--- config.mk ---
export PLATFORM = sky130hd
export DESIGN_NAME = quad_pulse_conv
export DESIGN_NICKNAME = d
export VERILOG_FILES = /design/src/rtl/qpc_pkg.sv /design/src/rtl/qpc_filter.sv /design/src/rtl/qpc_decode.sv /design/src/rtl/qpc_pulse.sv /design/src/rtl/quad_pulse_conv.sv
export SDC_FILE = /design/constraint.sdc
export NUM_CORES = 1
export LEC_CHECK = 0
export BUFFER_PORTS_ARGS = -buffer_cell sky130_fd_sc_hd__buf_2
export CAP_MARGIN = 20
export CORE_MARGIN = 4
export CORE_UTILIZATION = 50
export DETAILED_ROUTE_END_ITERATION = 10
export PLACE_DENSITY_LB_ADDON = 0.08
export SKIP_CTS_REPAIR_TIMING = 1
export SYNTH_ARGS = -nofsm -noshare
export SYNTH_HDL_FRONTEND = slang
export SYNTH_SLANG_ARGS = --single-unit
--- constraint.sdc ---
create_clock -name clk -period 2 [get_ports clk]
set_clock_uncertainty 0.1 [all_clocks]
set_input_delay 0.4 -clock clk [delete_from_list [all_inputs] [get_ports clk]]
set_output_delay 0.4 -clock clk [all_outputs]
set_load 0.05 [all_outputs]
--- src/rtl/qpc_pkg.sv ---
`timescale 1ns/1ps
package qpc_pkg;
    typedef enum logic [1:0] {
        RES_X1 = 2'd0,
        RES_X2 = 2'd1,
        RES_X4 = 2'd2
    } res_mode_e;

    // x2 select (active low) wins over the x4/x1 select
    function automatic res_mode_e pick_mode(input logic x2_sel_n, input logic x4_sel);
        res_mode_e m;
        if (!x2_sel_n)   m = RES_X2;
        else if (x4_sel) m = RES_X4;
        else             m = RES_X1;
        return m;
    endfunction
endpackage

--- src/rtl/qpc_filter.sv ---
`timescale 1ns/1ps
module qpc_filter #(
    parameter int SYNC_STAGES = 2,
    parameter int CNT_W       = 4,
    parameter bit USE_FILTER  = 1'b1
) (
    input  logic             clk,
    input  logic             rst_n,
    input  logic             raw_i,
    input  logic [CNT_W-1:0] len_i,
    output logic             lvl_o
);
    localparam int EXT_W = CNT_W + 1;

    typedef struct packed {
        logic [SYNC_STAGES-1:0] sync;
        logic                   lvl;
        logic [CNT_W-1:0]       cnt;
    } flt_st_t;

    flt_st_t          st_d, st_q;
    logic             samp;
    logic [EXT_W-1:0] need, run;

    always_comb begin
        st_d      = st_q;
        samp      = st_q.sync[SYNC_STAGES-1];
        need      = (len_i == '0) ? EXT_W'(1) : {1'b0, len_i};
        run       = {1'b0, st_q.cnt} + EXT_W'(1);
        st_d.sync = {st_q.sync[SYNC_STAGES-2:0], raw_i};
        if (!USE_FILTER) begin
            st_d.lvl = samp;
            st_d.cnt = '0;
        end else if (samp == st_q.lvl) begin
            st_d.cnt = '0;
        end else if (run >= need) begin
            st_d.lvl = samp;
            st_d.cnt = '0;
        end else begin
            st_d.cnt = run[CNT_W-1:0];
        end
    end

    always_ff @(posedge clk or negedge rst_n) begin
        if (!rst_n) st_q <= '0;
        else        st_q <= st_d;
    end

    assign lvl_o = st_q.lvl;


    filt_accept_chk: assert property (@(posedge clk) disable iff (!rst_n)
        (lvl_o != $past(lvl_o)) |-> (lvl_o == $past(samp)));
endmodule

--- src/rtl/qpc_decode.sv ---
`timescale 1ns/1ps
module qpc_decode
    import qpc_pkg::*;
(
    input  logic      clk,
    input  logic      rst_n,
    input  logic      a_i,
    input  logic      b_i,
    input  logic      z_i,
    input  res_mode_e mode_i,
    output logic      up_ev_o,
    output logic      dn_ev_o,
    output logic      idx_ev_o,
    output logic      dir_up_o
);
    typedef struct packed {
        logic pa;
        logic pb;
        logic dir;
    } dec_st_t;

    dec_st_t st_d, st_q;
    logic    ea, eb, legal, fwd, qual, cnt_ev;

    always_comb begin
        st_d   = st_q;
        ea     = a_i ^ st_q.pa;
        eb     = b_i ^ st_q.pb;
        legal  = ea ^ eb;
        fwd    = ea ? (a_i ^ b_i) : ~(a_i ^ b_i);
        unique case (mode_i)
            RES_X1:  qual = ea & a_i;
            RES_X2:  qual = ea;
            default: qual = 1'b1;
        endcase
        cnt_ev   = legal & qual;
        up_ev_o  = cnt_ev & fwd;
        dn_ev_o  = cnt_ev & ~fwd;
        idx_ev_o = legal & z_i & ((ea & a_i & ~b_i) | (eb & ~b_i & a_i));
        st_d.pa  = a_i;
        st_d.pb  = b_i;
        if (legal) st_d.dir = fwd;
    end

    always_ff @(posedge clk or negedge rst_n) begin
        if (!rst_n) st_q <= '{pa: 1'b0, pb: 1'b0, dir: 1'b1};
        else        st_q <= st_d;
    end

    assign dir_up_o = st_q.dir;


    illegal_hold_chk: assert property (@(posedge clk) disable iff (!rst_n)
        (ea && eb) |=> (dir_up_o == $past(dir_up_o)));

    dir_up_chk: assert property (@(posedge clk) disable iff (!rst_n)
        up_ev_o |=> dir_up_o);

    dir_down_chk: assert property (@(posedge clk) disable iff (!rst_n)
        dn_ev_o |=> !dir_up_o);
endmodule

--- src/rtl/qpc_pulse.sv ---
`timescale 1ns/1ps
module qpc_pulse #(
    parameter int PW_W = 6
) (
    input  logic            clk,
    input  logic            rst_n,
    input  logic            trig_i,
    input  logic [PW_W-1:0] len_i,
    output logic            pulse_n_o
);
    typedef struct packed {
        logic [PW_W-1:0] cnt;
    } pls_st_t;

    pls_st_t st_d, st_q;

    always_comb begin
        st_d = st_q;
        if (st_q.cnt != '0)
            st_d.cnt = st_q.cnt - PW_W'(1);
        else if (trig_i)
            st_d.cnt = (len_i == '0) ? PW_W'(1) : len_i;
    end

    always_ff @(posedge clk or negedge rst_n) begin
        if (!rst_n) st_q <= '0;
        else        st_q <= st_d;
    end

    assign pulse_n_o = (st_q.cnt == '0);


    pulse_start_chk: assert property (@(posedge clk) disable iff (!rst_n)
        $fell(pulse_n_o) |-> $past(trig_i));

    busy_ignore_chk: assert property (@(posedge clk) disable iff (!rst_n)
        (trig_i && st_q.cnt > PW_W'(1)) |=> !pulse_n_o);
endmodule

--- src/rtl/quad_pulse_conv.sv ---
`timescale 1ns/1ps
module quad_pulse_conv
    import qpc_pkg::*;
#(
    parameter int FILT_W      = 4,
    parameter int PW_W        = 6,
    parameter int SYNC_STAGES = 2
) (
    input  logic              clk,
    input  logic              rst_n,
    input  logic              enc_a_i,
    input  logic              enc_b_i,
    input  logic              enc_z_i,
    input  logic              res_x2_n_i,
    input  logic              res_x4_i,
    input  logic [FILT_W-1:0] filt_len_i,
    input  logic [PW_W-1:0]   pulse_len_i,
    output logic              up_n_o,
    output logic              dn_n_o,
    output logic              idx_n_o,
    output logic              dir_up_o
);
    localparam int N_IN  = 3;   // A, B, index
    localparam int N_OUT = 3;   // up, down, index

    logic [N_IN-1:0]  raw, lvl;
    logic [N_OUT-1:0] evs, outs_n;
    res_mode_e        mode;

    assign raw  = {enc_z_i, enc_b_i, enc_a_i};
    assign mode = pick_mode(res_x2_n_i, res_x4_i);

    generate
        for (genvar gi = 0; gi < N_IN; gi++) begin : g_in
            qpc_filter #(
                .SYNC_STAGES(SYNC_STAGES),
                .CNT_W      (FILT_W),
                .USE_FILTER (gi != N_IN - 1)
            ) u_filt (
                .clk  (clk),
                .rst_n(rst_n),
                .raw_i(raw[gi]),
                .len_i(filt_len_i),
                .lvl_o(lvl[gi])
            );
        end
    endgenerate

    qpc_decode u_dec (
        .clk     (clk),
        .rst_n   (rst_n),
        .a_i     (lvl[0]),
        .b_i     (lvl[1]),
        .z_i     (lvl[2]),
        .mode_i  (mode),
        .up_ev_o (evs[0]),
        .dn_ev_o (evs[1]),
        .idx_ev_o(evs[2]),
        .dir_up_o(dir_up_o)
    );

    generate
        for (genvar go = 0; go < N_OUT; go++) begin : g_out
            qpc_pulse #(.PW_W(PW_W)) u_pls (
                .clk      (clk),
                .rst_n    (rst_n),
                .trig_i   (evs[go]),
                .len_i    (pulse_len_i),
                .pulse_n_o(outs_n[go])
            );
        end
    endgenerate

    assign up_n_o  = outs_n[0];
    assign dn_n_o  = outs_n[1];
    assign idx_n_o = outs_n[2];
endmodule

After elaboration in Yosys (flattened, before gate mapping)
Index checks and enable logic that the tools add are counted.
Storage, ports and cells
  output and inout bits: 4
  logic and storage cells: 73
  register bits: 38
Cells by class
  bitwise operators: 19
  equality and inequality tests: 3
  reduce and logical (&&, ||, !) cells: 14
  add/sub/neg operators: 5
  magnitude comparators: 2
  muxes and demuxes: 16
Operators with widths (count)
  two-way mux 6 bit: 7
  logical NOT 6 bit: 4
  two-way mux 4 bit: 5
  nonzero test 6 bit: 3
  subtractor 6 x 1 -> 6 bit (second input constant): 3
  adder 4 x 1 -> 5 bit (second input constant): 2
  greater-or-equal comparator 5 bit: 2
  bitwise AND 1 bit: 9
  nonzero test 2 bit: 3
  NOT 1 bit: 5
  logical NOT 4 bit: 1
  two-way mux 2 bit: 2
  AND reduction 2 bit: 2
  XOR 1 bit: 4
  equality test 1 bit: 2
  equality test 2 x 1 -> 1 bit (second input constant): 1
  logical NOT 2 bit: 1
  one-hot mux 1 bit (2 select lines): 1
  two-way mux 1 bit: 1
  OR 1 bit: 1

Depth between registers and ports, before layout
Gate-level depths: netlist of the first run.
  depth after elaboration: 8
  depth in mapped cells: 8
  mapped depth without buffers: 7

Modules after synthesis
From an unflattened synthesis of the first run, not the netlist that was laid out.
Second synthesis, totals
  cell total of the unflattened synthesis: 218
  area total of the unflattened synthesis: 2232.1 um2
By module, submodules not included
  qpc_pulse: sequential area each 150.1 um2, cells each 41, area an instance 390.4 um2, times used 3
  qpc_filter at g_in[0].u_filt ...: sequential area each 175.2 um2, cells each 33, area an instance 369.1 um2, times used 2
  qpc_decode: sequential area each 76.3 um2, cells each 24, area an instance 237.7 um2, times used 1
  qpc_filter at g_in[2].u_filt: sequential area each 75.1 um2, cells each 3, area an instance 75.1 um2, times used 1
  quad_pulse_conv: sequential area each 0.0 um2, cells each 2, area an instance 10.0 um2, times used 1

Worst setup path before layout of the first run
Ideal clock, no wire load.
  path type: input port to flip-flop
  start: input filt_len_i[3]
  end: register g_in[0].u_filt.st_q[1] (netlist bit)
  path slack: -0.099 ns
  stages on the path: 8
  buffers on the path: 1
  data arrival time: 1.910 ns
  path through: clkbuf_2 -> nor3_1 -> or2_2 -> ha_1 -> nand2b_1 -> a211oi_1 -> a211oi_1 -> nor3b_1
RTL lines
  start: declaration: line quad_pulse_conv.sv:16  | input logic [FILT_W-1:0] filt_len_i,
  end signal: assignment: line qpc_filter.sv:46  | else st_q <= st_d;
  end: declaration: line qpc_filter.sv:21  | flt_st_t st_d, st_q;

Final worst setup path of the first run
  start: register g_out[1].u_pls.st_q[0] (netlist bit)
  end: output dn_n_o
On the way
  cells in the longest elaborated chain, start to end: 1
RTL lines
  start: declaration: line qpc_pulse.sv:15  | pls_st_t st_d, st_q;
  start signal: assignment: line qpc_pulse.sv:27  | else st_q <= st_d;
  logical NOT 6 bit: line qpc_pulse.sv:30  | assign pulse_n_o = (st_q.cnt == '0);
  end: declaration: line quad_pulse_conv.sv:19  | output logic dn_n_o,
No other way between the ends.

==> results of run 1 <==
==> registers in the layout, indices dropped and copies added (netlist names) <==
name	flops
g_in.u_filt.lvl_o	3
g_in.u_filt.samp	3
g_in.u_filt.st_d	3
g_in.u_filt.st_q	8
g_out.u_pls.st_q	18
u_dec.dir_up_o	1
u_dec.st_q	2
==> power by group through the flow <==
stage	Sequential, W	Clock, W	Combinational (W)
2_1_floorplan	0.00121	0	0.00136
3_3_place_gp	0.00118	0	0.00170
3_5_place_dp	0.00119	0	0.00176
4_1_cts	0.00118	0.000556	0.00178
5_1_grt	0.00123	0.000598	0.00207
6_report	0.00121	0.000540	0.00187
==> through the flow <==
stage	utilization (%)	std cells	setup slack [ps]
after detailed placement	59.0	285	-79.5
after global routing	63.9	296	-12.4
after CTS	61.2	293	-130
after global placement	59.0	285	21.3
final	63.9	296	74.7
after floorplan	-	210	19.5
==> cell families (layout without fill, tap and decap cells) <==
group | after synthesis | after routing | synth area share, %
xor gates and xnor gates | 22 | 22 | 10.2
and+or+nand+nor | 80 | 80 | 19.6
adders and majority gates | 16 | 16 | 9.15
buffers and inverters | 18 | 54 | 3.37
muxes | 3 | 3 | 1.43
AOI/OAI and AO/OA | 33 | 33 | 12.7
DFF | 38 | 38 | 43.5
==> worst max path at each step <==
stage | start | to | slack (ps) | cells after the start
4_1_cts | g_out[1].u_pls.st_q[0] | dn_n_o | -130 | 6
6_report | g_out[1].u_pls.st_q[0] | dn_n_o | 70 | 6
3_5_place_dp | filt_len_i[1] | g_in[0].u_filt.st_q[1] | -80 | 8
2_1_floorplan | filt_len_i[3] | g_in[0].u_filt.st_q[1] | 20 | 8
3_3_place_gp | filt_len_i[1] | g_in[1].u_filt.lvl_o | 20 | 8
5_1_grt | g_out[1].u_pls.st_q[0] | dn_n_o | -10 | 6
==> placed cells by master, fill, tap and decap left out, drive strengths merged <==
| cell | synthesis | routed |
|---|---|---|
| nor3 | 12 | 12 |
| xnor2 | 9 | 9 |
| xor2 | 13 | 13 |
| o21ai | 2 | 2 |
| buf | 2 | 28 |
| a211oi | 7 | 7 |
| a21o | 2 | 2 |
| nand3 | 9 | 9 |
| dfrtp | 37 | 37 |
| nand2 | 18 | 18 |
| nand2b | 3 | 3 |
| dfstp | 1 | 1 |
| and2 | 4 | 4 |
| or2 | 1 | 1 |
| nor2b | 2 | 2 |
| a2111o | 2 | 2 |
| and4 | 2 | 2 |
| dlygate4sd3 | 0 | 1 |
| a221oi | 3 | 3 |
| o22ai | 13 | 13 |
| nor3b | 5 | 5 |
| clkinv | 0 | 1 |
| o211ai | 3 | 3 |
| ha | 16 | 16 |
| clkbuf | 1 | 9 |
| nand3b | 5 | 5 |
| a21oi | 1 | 1 |
| nor2 | 15 | 15 |
| nor4b | 2 | 2 |
| mux2i | 2 | 2 |
| inv | 15 | 15 |
| mux2 | 1 | 1 |
| nor4bb | 2 | 2 |
==> routing by layer <==
| layer | wire, um | global-route usage (%) | vias up |
|---|---|---|---|
| li1 | - | - | 811 |
| met3 | 149 | 4.19 | 8 |
| met2 | 2280 | 31.7 | 24 |
| met4 | 69 | 5.43 | 0 |
| met1 | 1930 | 20.2 | 788 |
| met5 | 0 | 0 | - |
==> area by class of cell <==
class,count,area (um^2)
clock buffer,7,86.3
clock inverter,1,5.00
fill,318,1490
inverter,15,58.8
multi-input combinational,154,1250
sequential,38,953
tap,50,62.6
timing repair buffer,31,213
==> critical path, cell delays in order (launching register included) <==
cell	delay, ps
dfrtp_1	420
inv_2	70
ha_1	200
nor2b_4	120
nand2_1	120
inv_4	60
buf_8	150
==> flow_summary.toml, run 1 <==
[global_routing]
grt_max_degree = 39
track_usage_pct = 17.4
grt_pass1_vias = 1636
grt_overflow = 0
antenna_found_initial = 0
grt_pass1_wl_um = 7300

[synth]
synth_seq_cells = 38
postSynthAreaPerCell_um2 = 10.4
synth.cells.most_frequent = "37 x dfrtp_1, 16 x ha_1, 16 x nand2_1"
synth_top_area_share_pct = 42.3
synth_nets = 243
ys_warn_count = 0
yosys.area.top_type = "dfrtp_1"
synthMostInstantiatedCell = "dfrtp_1"
synth_edf_count = 0
synth.area.top_cells = "dfrtp_1 42%, ha_1 9.1%, xor2_1 4.8%, o22ai_1 3.4%, nor3_1 2.7%"
synthArstFlopShare_pct = 100
ys_seq_area_share_pct = 43.5
synthDistinctLibCells = 40
ys.flop_type = "dfrtp_1"
synth_area_mm2 = 0.00219
netlist_instances = 210

[setup_path]
crit_arrival_ps = 1430
worst_r2r_startpoint = "g_in[1].u_filt.st_q[0]"
rrSetupSlack_ps = 80
start_kind = "register"
r2r_end = "g_in[1].u_filt.lvl_o"
worstSetupPathType = "register to output pin"
worstPathMaxFanout = 5
reg2regPathDepth = 6
end_kind = "output pin"
critical_path_required_ps = 1500

[sta]
setup_viol = 0
fin_hold_ws_ps = 112
worstMarginPinSlew_ps = 405
period_share_pct = 96.3
timing.fmax_mhz = 519
slew-limit-headroom_pct = 72.9
drv_slew = 0
tns_ps = 0
layout_min_cycle_time_ps = 1930
hold_violations = 0

[cells_and_area]
antenna_cells = 0
layout-drive-gt1-share_pct = 28.5
fin_nets = 278
syn_to_final_growth_pct = 20.2
fin_area_mm2 = 0.00263

[pwr]
internal-power_w = 0.00214
irDropWorstVdd_mv = 0.550
pwr-share-clk_pct = 14.9
seqPwrFrac_pct = 33.3
power.switching_w = 0.00148
combPwrFrac_pct = 51.8
p_leak_nw = 1.14
p_per_area_mw_per_mm2 = 1380
power_w = 0.00362
swShare_pct = 40.9

[detailed_routing]
firstDrtPassIters = 4
detail-route-antenna-nets = 0
vias = 1631
drtIter0Drc = 49
viasPerCell = 5.51
post_drt_wl_per_cell_um = 15.0
route.detailed.drc = 0
wirelength_um = 4430

[clock_tree]
cts.sink_count = 38
htreeDepth = 2
clockRootBuffer = "clkbuf_8"
cts_buffer_depth = 2
clk_latency_ps = 290
numCtsBuffers = 5
clk_pin_slew_ps = 70
cts_tree = "built"

[floorplanning]
coreArea_mm2 = 0.00412
fp.dieH_um = 74.2
die_w_um = 74.2
dieArea_mm2 = 0.00550
start_util_pct = 53.2
rows = 23
io_pins = 21

[min_path]
hold_class = "input pin to register"
holdPathEnd = "g_in[1].u_filt.st_d[6]"
hold_depth = 1
hold_path_startpoint = "enc_b_i"

[flow_run]
drv_cap = 0

[placement]
hpwlAfterDp_um = 3280
io_buffers = 20
place_area_mm2 = 0.00243
place_congestion = 0.889

[run_status]
status = "finished clean"
No activity file was read; power rests on OpenSTA's default activity.
==> inputs of run 2 (changes only) <==
Settings changed: SYNTH_HIERARCHICAL set to 1.
==> run 2 against run 1 <==
- the run now ends with negative setup slack left
- sequential share of layout area shrank 4.7 points
- clock-buffer cell count grew 1
- sequential cell count is the same
- cell area grew 15%
- critical path type is now register to register
- critical endpoint is now g_in[0].u_filt/lvl_o
- largest cell class unchanged
- highest routed layer unchanged
==> flow_summary.toml, run 2 <==
[run_status]
status = "finished, violations left"
failed_checks = "negative setup slack"

[synth]
synth_seq_cells = 38
synth.area.top_cells = "dfrtp_1 41%, ha_1 10%, mux2i_1 5.4%, inv_1 4.0%, xnor2_1 3.1%"
synth_nets = 253
ys_warn_count = 6
ys_seq_area_share_pct = 42.7
yosys.area.top_type = "dfrtp_1"
synthMostInstantiatedCell = "dfrtp_1"
synth.cells.most_frequent = "37 x dfrtp_1, 24 x inv_1, 18 x ha_1"
synth_top_area_share_pct = 41.5
synth_edf_count = 0
ys.flop_type = "dfrtp_1"
netlist_instances = 218
synth_area_mm2 = 0.00223
synthDistinctLibCells = 39
postSynthAreaPerCell_um2 = 10.2
synthArstFlopShare_pct = 100

[pwr]
p_per_area_mw_per_mm2 = 1540
p_leak_nw = 1.42
irDropWorstVdd_mv = 0.766
power_w = 0.00465

[cells_and_area]
antenna_cells = 0
final_cell_mix = "39 x buf_4, 37 x dfrtp_1, 17 x inv_1, 17 x buf_2"
fin_area_mm2 = 0.00302
final_common_cell = "buf_4"
fillers = 316
reg_top3 = "g_out.u_pls/st_q: 18 flops, g_in.u_filt/st_q: 8 flops"
layout-drive-gt1-share_pct = 38.5
largest_reg_flops = 18
fin_nets = 317
syn_to_final_growth_pct = 35.1
regMostFlops = "g_out.u_pls/st_q"

[sta]
fin_hold_ws_ps = 55.7
hold_violations = 0
slew-limit-headroom_pct = 68.6
layout_min_cycle_time_ps = 2060
setup_viol = 6
fin_ws_ps = -57.0
timing.fmax_mhz = 486
worstMarginPinSlew_ps = 471
drv_slew = 0
rsz0062_at_grt = "yes"
period_share_pct = 103

[setup_path]
slowest_delay_ps = 380
worstSetupPathType = "register to register"
start_kind = "register"
worstPathMaxFanout = 2
reg2regPathDepth = 7
crit_cells = 7
crit_arrival_ps = 2120
path_buf_inv = 0
critical_path_required_ps = 2070
critPathTopFamily = "adder cells"
slowest_stage = "dfrtp_1"
crit_chain = "ha_2 > xor2_2 > ha_1 > a21oi_2 > o21ai_2 > a211oi_2 > mux2_4"
end_kind = "register"

[detailed_routing]
route.detailed.drc = 0
vias = 1749
firstDrtPassIters = 4
drtIter0Drc = 87
wirelength_um = 4580
detail-route-antenna-nets = 0
viasPerCell = 5.22
post_drt_wl_per_cell_um = 13.7

[floorplanning]
dieArea_mm2 = 0.00560
rows = 24
coreArea_mm2 = 0.00432
fp.dieH_um = 74.8
die_w_um = 74.8
io_pins = 21
start_util_pct = 51.6

[clock_tree]
clockRootBuffer = "clkbuf_8"
clk_latency_ps = 280
clk_pin_slew_ps = 80
cts.sink_count = 38
htreeDepth = 2
numCtsBuffers = 5
cts_buffer_depth = 2
cts_tree = "built"

[placement]
hpwlAfterDp_um = 3210
place_congestion = 0.795
place_area_mm2 = 0.00267
io_buffers = 20

[global_routing]
grt_overflow = 0
grt_pass1_vias = 1631
track_usage_pct = 16.7
grt_pass1_wl_um = 7220
antenna_found_initial = 0
grt_max_degree = 39

[flow_run]
drv_cap = 0

[min_path]
hold_class = "input pin to async pin"
run 2: cell count changes after synthesis, sizes merged, moves of 9 or more:
cell / delta
a21oi: +9
inv: +9
mux2i: +10
o22ai: -13
run 2: logic make-up (layout without fill, tap and decap cells):
family	after synthesis	after routing	synth area share [%]
flip-flops	38	38	42.7
multiplexers	14	14	6.39
adder cells (fa/ha/maj)	18	18	10.1
buffers and inverters	27	92	4.54
XOR/XNOR	17	17	7.01
AO/OA/AOI/OAI	41	41	12.2
AND/OR/NAND/NOR	63	63	17.2
run 2: layout make-up:
class	instances	area, um^2	area share (%)
Timing Repair Buffer	60	430	14.3
Clock buffer	8	90.1	2.99
Sequential cell	38	952	31.6
Multi-Input combinational cell	153	1380	45.7
Inverter	24	101	3.36
Tap cell	52	65.1	2.16
run 2: layer usage:
| metal | routed length (um) | share of wire (%) | vias to the layer above | track usage, % |
|---|---|---|---|---|
| met5 | 0 | 0 | - | 0 |
| met4 | 40 | 0.87 | 0 | 5.34 |
| met3 | 149 | 3.3 | 4 | 3.20 |
| met2 | 2090 | 46 | 25 | 25.1 |
| met1 | 2300 | 50 | 822 | 24.4 |
| li1 | - | - | 898 | - |
run 2: per-stage QoR:
stage	setup WS [ps]	util, %	std cells	setup TNS [ps]
after floorplan	4.16	-	218	0
after global placement	-74.5	61.6	322	-196
after detailed placement	-90.5	61.6	322	-424
after CTS	-292	63.7	330	-1410
after global routing	-151	69.8	335	-1230
final	-57.0	69.8	335	-147
run 2: worst reg2reg max path, stage by stage (launching register included):
cell and delay (ps):
dfrtp_1 380, ha_2 210, xor2_2 160, ha_1 300, a21oi_2 140, o21ai_2 80, a211oi_2 260, mux2_4 320
run 2: path summary, 6_finish.rpt:
check / from / slack, ps / endpoint
worst min-delay path: rst_n / 60 / g_out[1].u_pls/st_q[2]
worst max-delay path: g_in[0].u_filt/st_q[0] / -60 / g_in[0].u_filt/lvl_o
min in group clk: enc_b_i / 120 / g_in[1].u_filt/st_d[6]
worst min register to register: g_in[1].u_filt/st_d[6] / 250 / g_in[1].u_filt/samp
max in group asynchronous: rst_n / 1390 / u_dec/dir_up_o
worst max register to register: g_in[0].u_filt/st_q[0] / -60 / g_in[0].u_filt/lvl_o
run 2: where the power goes:
group	switching [W]	internal, W	total (W)
Combinational	0.00128	0.00144	0.00272
Clock	0.000249	0.000281	0.000530
Sequential	0.000320	0.00108	0.00140
Total	0.00185	0.00280	0.00465
==> inputs of run 3 (changes only) <==
Settings changed: CELL_PAD_IN_SITES_DETAIL_PLACEMENT set to 1, CELL_PAD_IN_SITES_GLOBAL_PLACEMENT set to 2, CORE_UTILIZATION 50 to 34, SETUP_SLACK_MARGIN set to 0.4.
==> run 3 against run 2 <==
- the run still ends with negative setup slack left
- sequential power increased by 4%
- via count increased by 4.7%
- sequential share of layout area decreased by 2.1 points
- critical path depth decreased by 1
- setup slack got worse by 4.3 ps
- hold slack improved by 6.6 ps
- non-clock buffer count decreased by 3
- wire length increased by 28%
- largest cell class unchanged
==> flow_summary.toml, run 3 (synthesis results as in run 2) <==
[sta]
hold_violations = 0
drv_slew = 0
rsz0062_at_grt = "yes"
worstMarginPinSlew_ps = 509
timing.fmax_mhz = 485
layout_min_cycle_time_ps = 2060
slew-limit-headroom_pct = 66.1
period_share_pct = 103
tns_ps = -213
fin_ws_ps = -61.3
setup_viol = 6

[floorplanning]
io_pins = 21
fp.dieH_um = 89.0
die_w_um = 89.0
coreArea_mm2 = 0.00635
rows = 29
start_util_pct = 35.2
dieArea_mm2 = 0.00793

[setup_path]
worstSetupPathType = "register to output pin"
start_kind = "register"
path_buf_inv = 3
worstPathMaxFanout = 3
reg2regPathDepth = 7
crit_chain = "inv_2 > ha_4 > nor4b_4 > nand2_2 > clkinvlp_4 > buf_8"
slowest_stage = "dfrtp_1"
critPathTopFamily = "flip-flops"
critical_path_required_ps = 1500
slowest_delay_ps = 410
end_kind = "output pin"
crit_arrival_ps = 1560
crit_cells = 6

[cells_and_area]
layout-drive-gt1-share_pct = 48.9
final_common_cell = "dfrtp_1"
fin_cells = 355
antenna_cells = 0
reg_top3 = "g_out.u_pls/st_q: 18 flops, g_in.u_filt/st_q: 8 flops"
regMostFlops = "g_out.u_pls/st_q"
fin_nets = 314
final_cell_mix = "37 x dfrtp_1, 30 x buf_4, 16 x buf_2"
fin_area_mm2 = 0.00324
syn_to_final_growth_pct = 45.0
largest_reg_flops = 18

[placement]
hpwlAfterDp_um = 3900
place_area_mm2 = 0.00266
dp_slack_ps = -103
dp_cells = 331
place_congestion = 0.740
io_buffers = 20

[global_routing]
met1_usage_pct = 21.0
track_usage_pct = 14.5
antenna_found_initial = 0
busiest_layer = "met2"
grt_pass1_wl_um = 8890
grt_overflow = 0
grt_pass1_vias = 1819
grt_use_met3_pct = 2.76
grt_max_degree = 39
grt.met2_usage_pct = 22.1

[pwr]
p_per_area_mw_per_mm2 = 1650
p_leak_nw = 1.44
irDropWorstVdd_mv = 0.741

[min_path]
hold_class = "input pin to async pin"

[clock_tree]
clk_pin_slew_ps = 80
htreeDepth = 2
cts_tree = "built"
cts_buffer_depth = 2
clk_latency_ps = 290
cts.sink_count = 38
clockRootBuffer = "clkbuf_8"
numCtsBuffers = 5

[run_status]
failed_checks = "negative setup slack"
status = "finished, violations left"

[detailed_routing]
post_drt_wl_per_cell_um = 16.5
detail-route-antenna-nets = 0
firstDrtPassIters = 2
route.detailed.drc = 0
wirelength_um = 5840
drtIter0Drc = 52
vias = 1831
viasPerCell = 5.16

[flow_run]
drv_cap = 0
run 3: cell types whose count changed in the layout (fill, tap and decap cells not counted), moves of 3 or more:
cell      previous run  this run
buf_6                2         7
buf_4               39        30
inv_1               17        13
a211oi_1             4         0
o21ai_1              0         3
a211oi_2             4         7
nand2_2              3        12
nand2_1             11         2
inv_2                4         8
o21ai_0              7         3
run 3: area by class of cell:
class	instances	area [um^2]
clock buffer	6	82.6
fill	697	3110
inverter	24	101
multi-input combinational	153	1560
sequential	38	952
tap	77	96.3
timing repair buffer	57	449
run 3: final timing paths:
check                                             from                      to  slack, ps
worst min register to register  g_in[0].u_filt/st_d[6]     g_in[0].u_filt/samp        250
worst max-delay path            g_out[1].u_pls/st_q[1]                  dn_n_o        -60
min in group clk                               enc_z_i  g_in[2].u_filt/st_d[6]        110
max in group asynchronous                        rst_n          u_dec/dir_up_o       1380
worst max register to register  g_in[0].u_filt/st_q[1]    g_in[0].u_filt/lvl_o        -40
worst min-delay path                             rst_n  g_in[1].u_filt/st_q[1]         60
run 3: power breakdown:
part	switching (W)	leakage (nW)	internal, W
Combinational	0.00156	0.937	0.00179
Clock	0.000279	0.0431	0.000267
Sequential	0.000380	0.461	0.00107
Total	0.00222	1.44	0.00313
run 3: worst register-to-register path: cells and delay by family (launching register included):
kind            cells  cell delay [ps]
compound gates      3              480
mux                 1              320
fa+ha+maj           2              500
xor+xnor            1              150
flops               1              390
run 3: through the flow:
step	util, %	total power (W)	hold slack [ps]
after floorplan	-	0.00298	4.41
after global placement	41.9	0.00358	240
after detailed placement	41.9	0.00363	237
after CTS	43.2	0.00419	80.1
after global routing	51.0	0.00580	100
final	51.0	0.00535	62.2
run 3: metal layers:
metal	routed length (um)	share of wire, %
met2	2860	49
met3	140	2.4
met4	68	1.2
met1	2780	48
met5	0	0
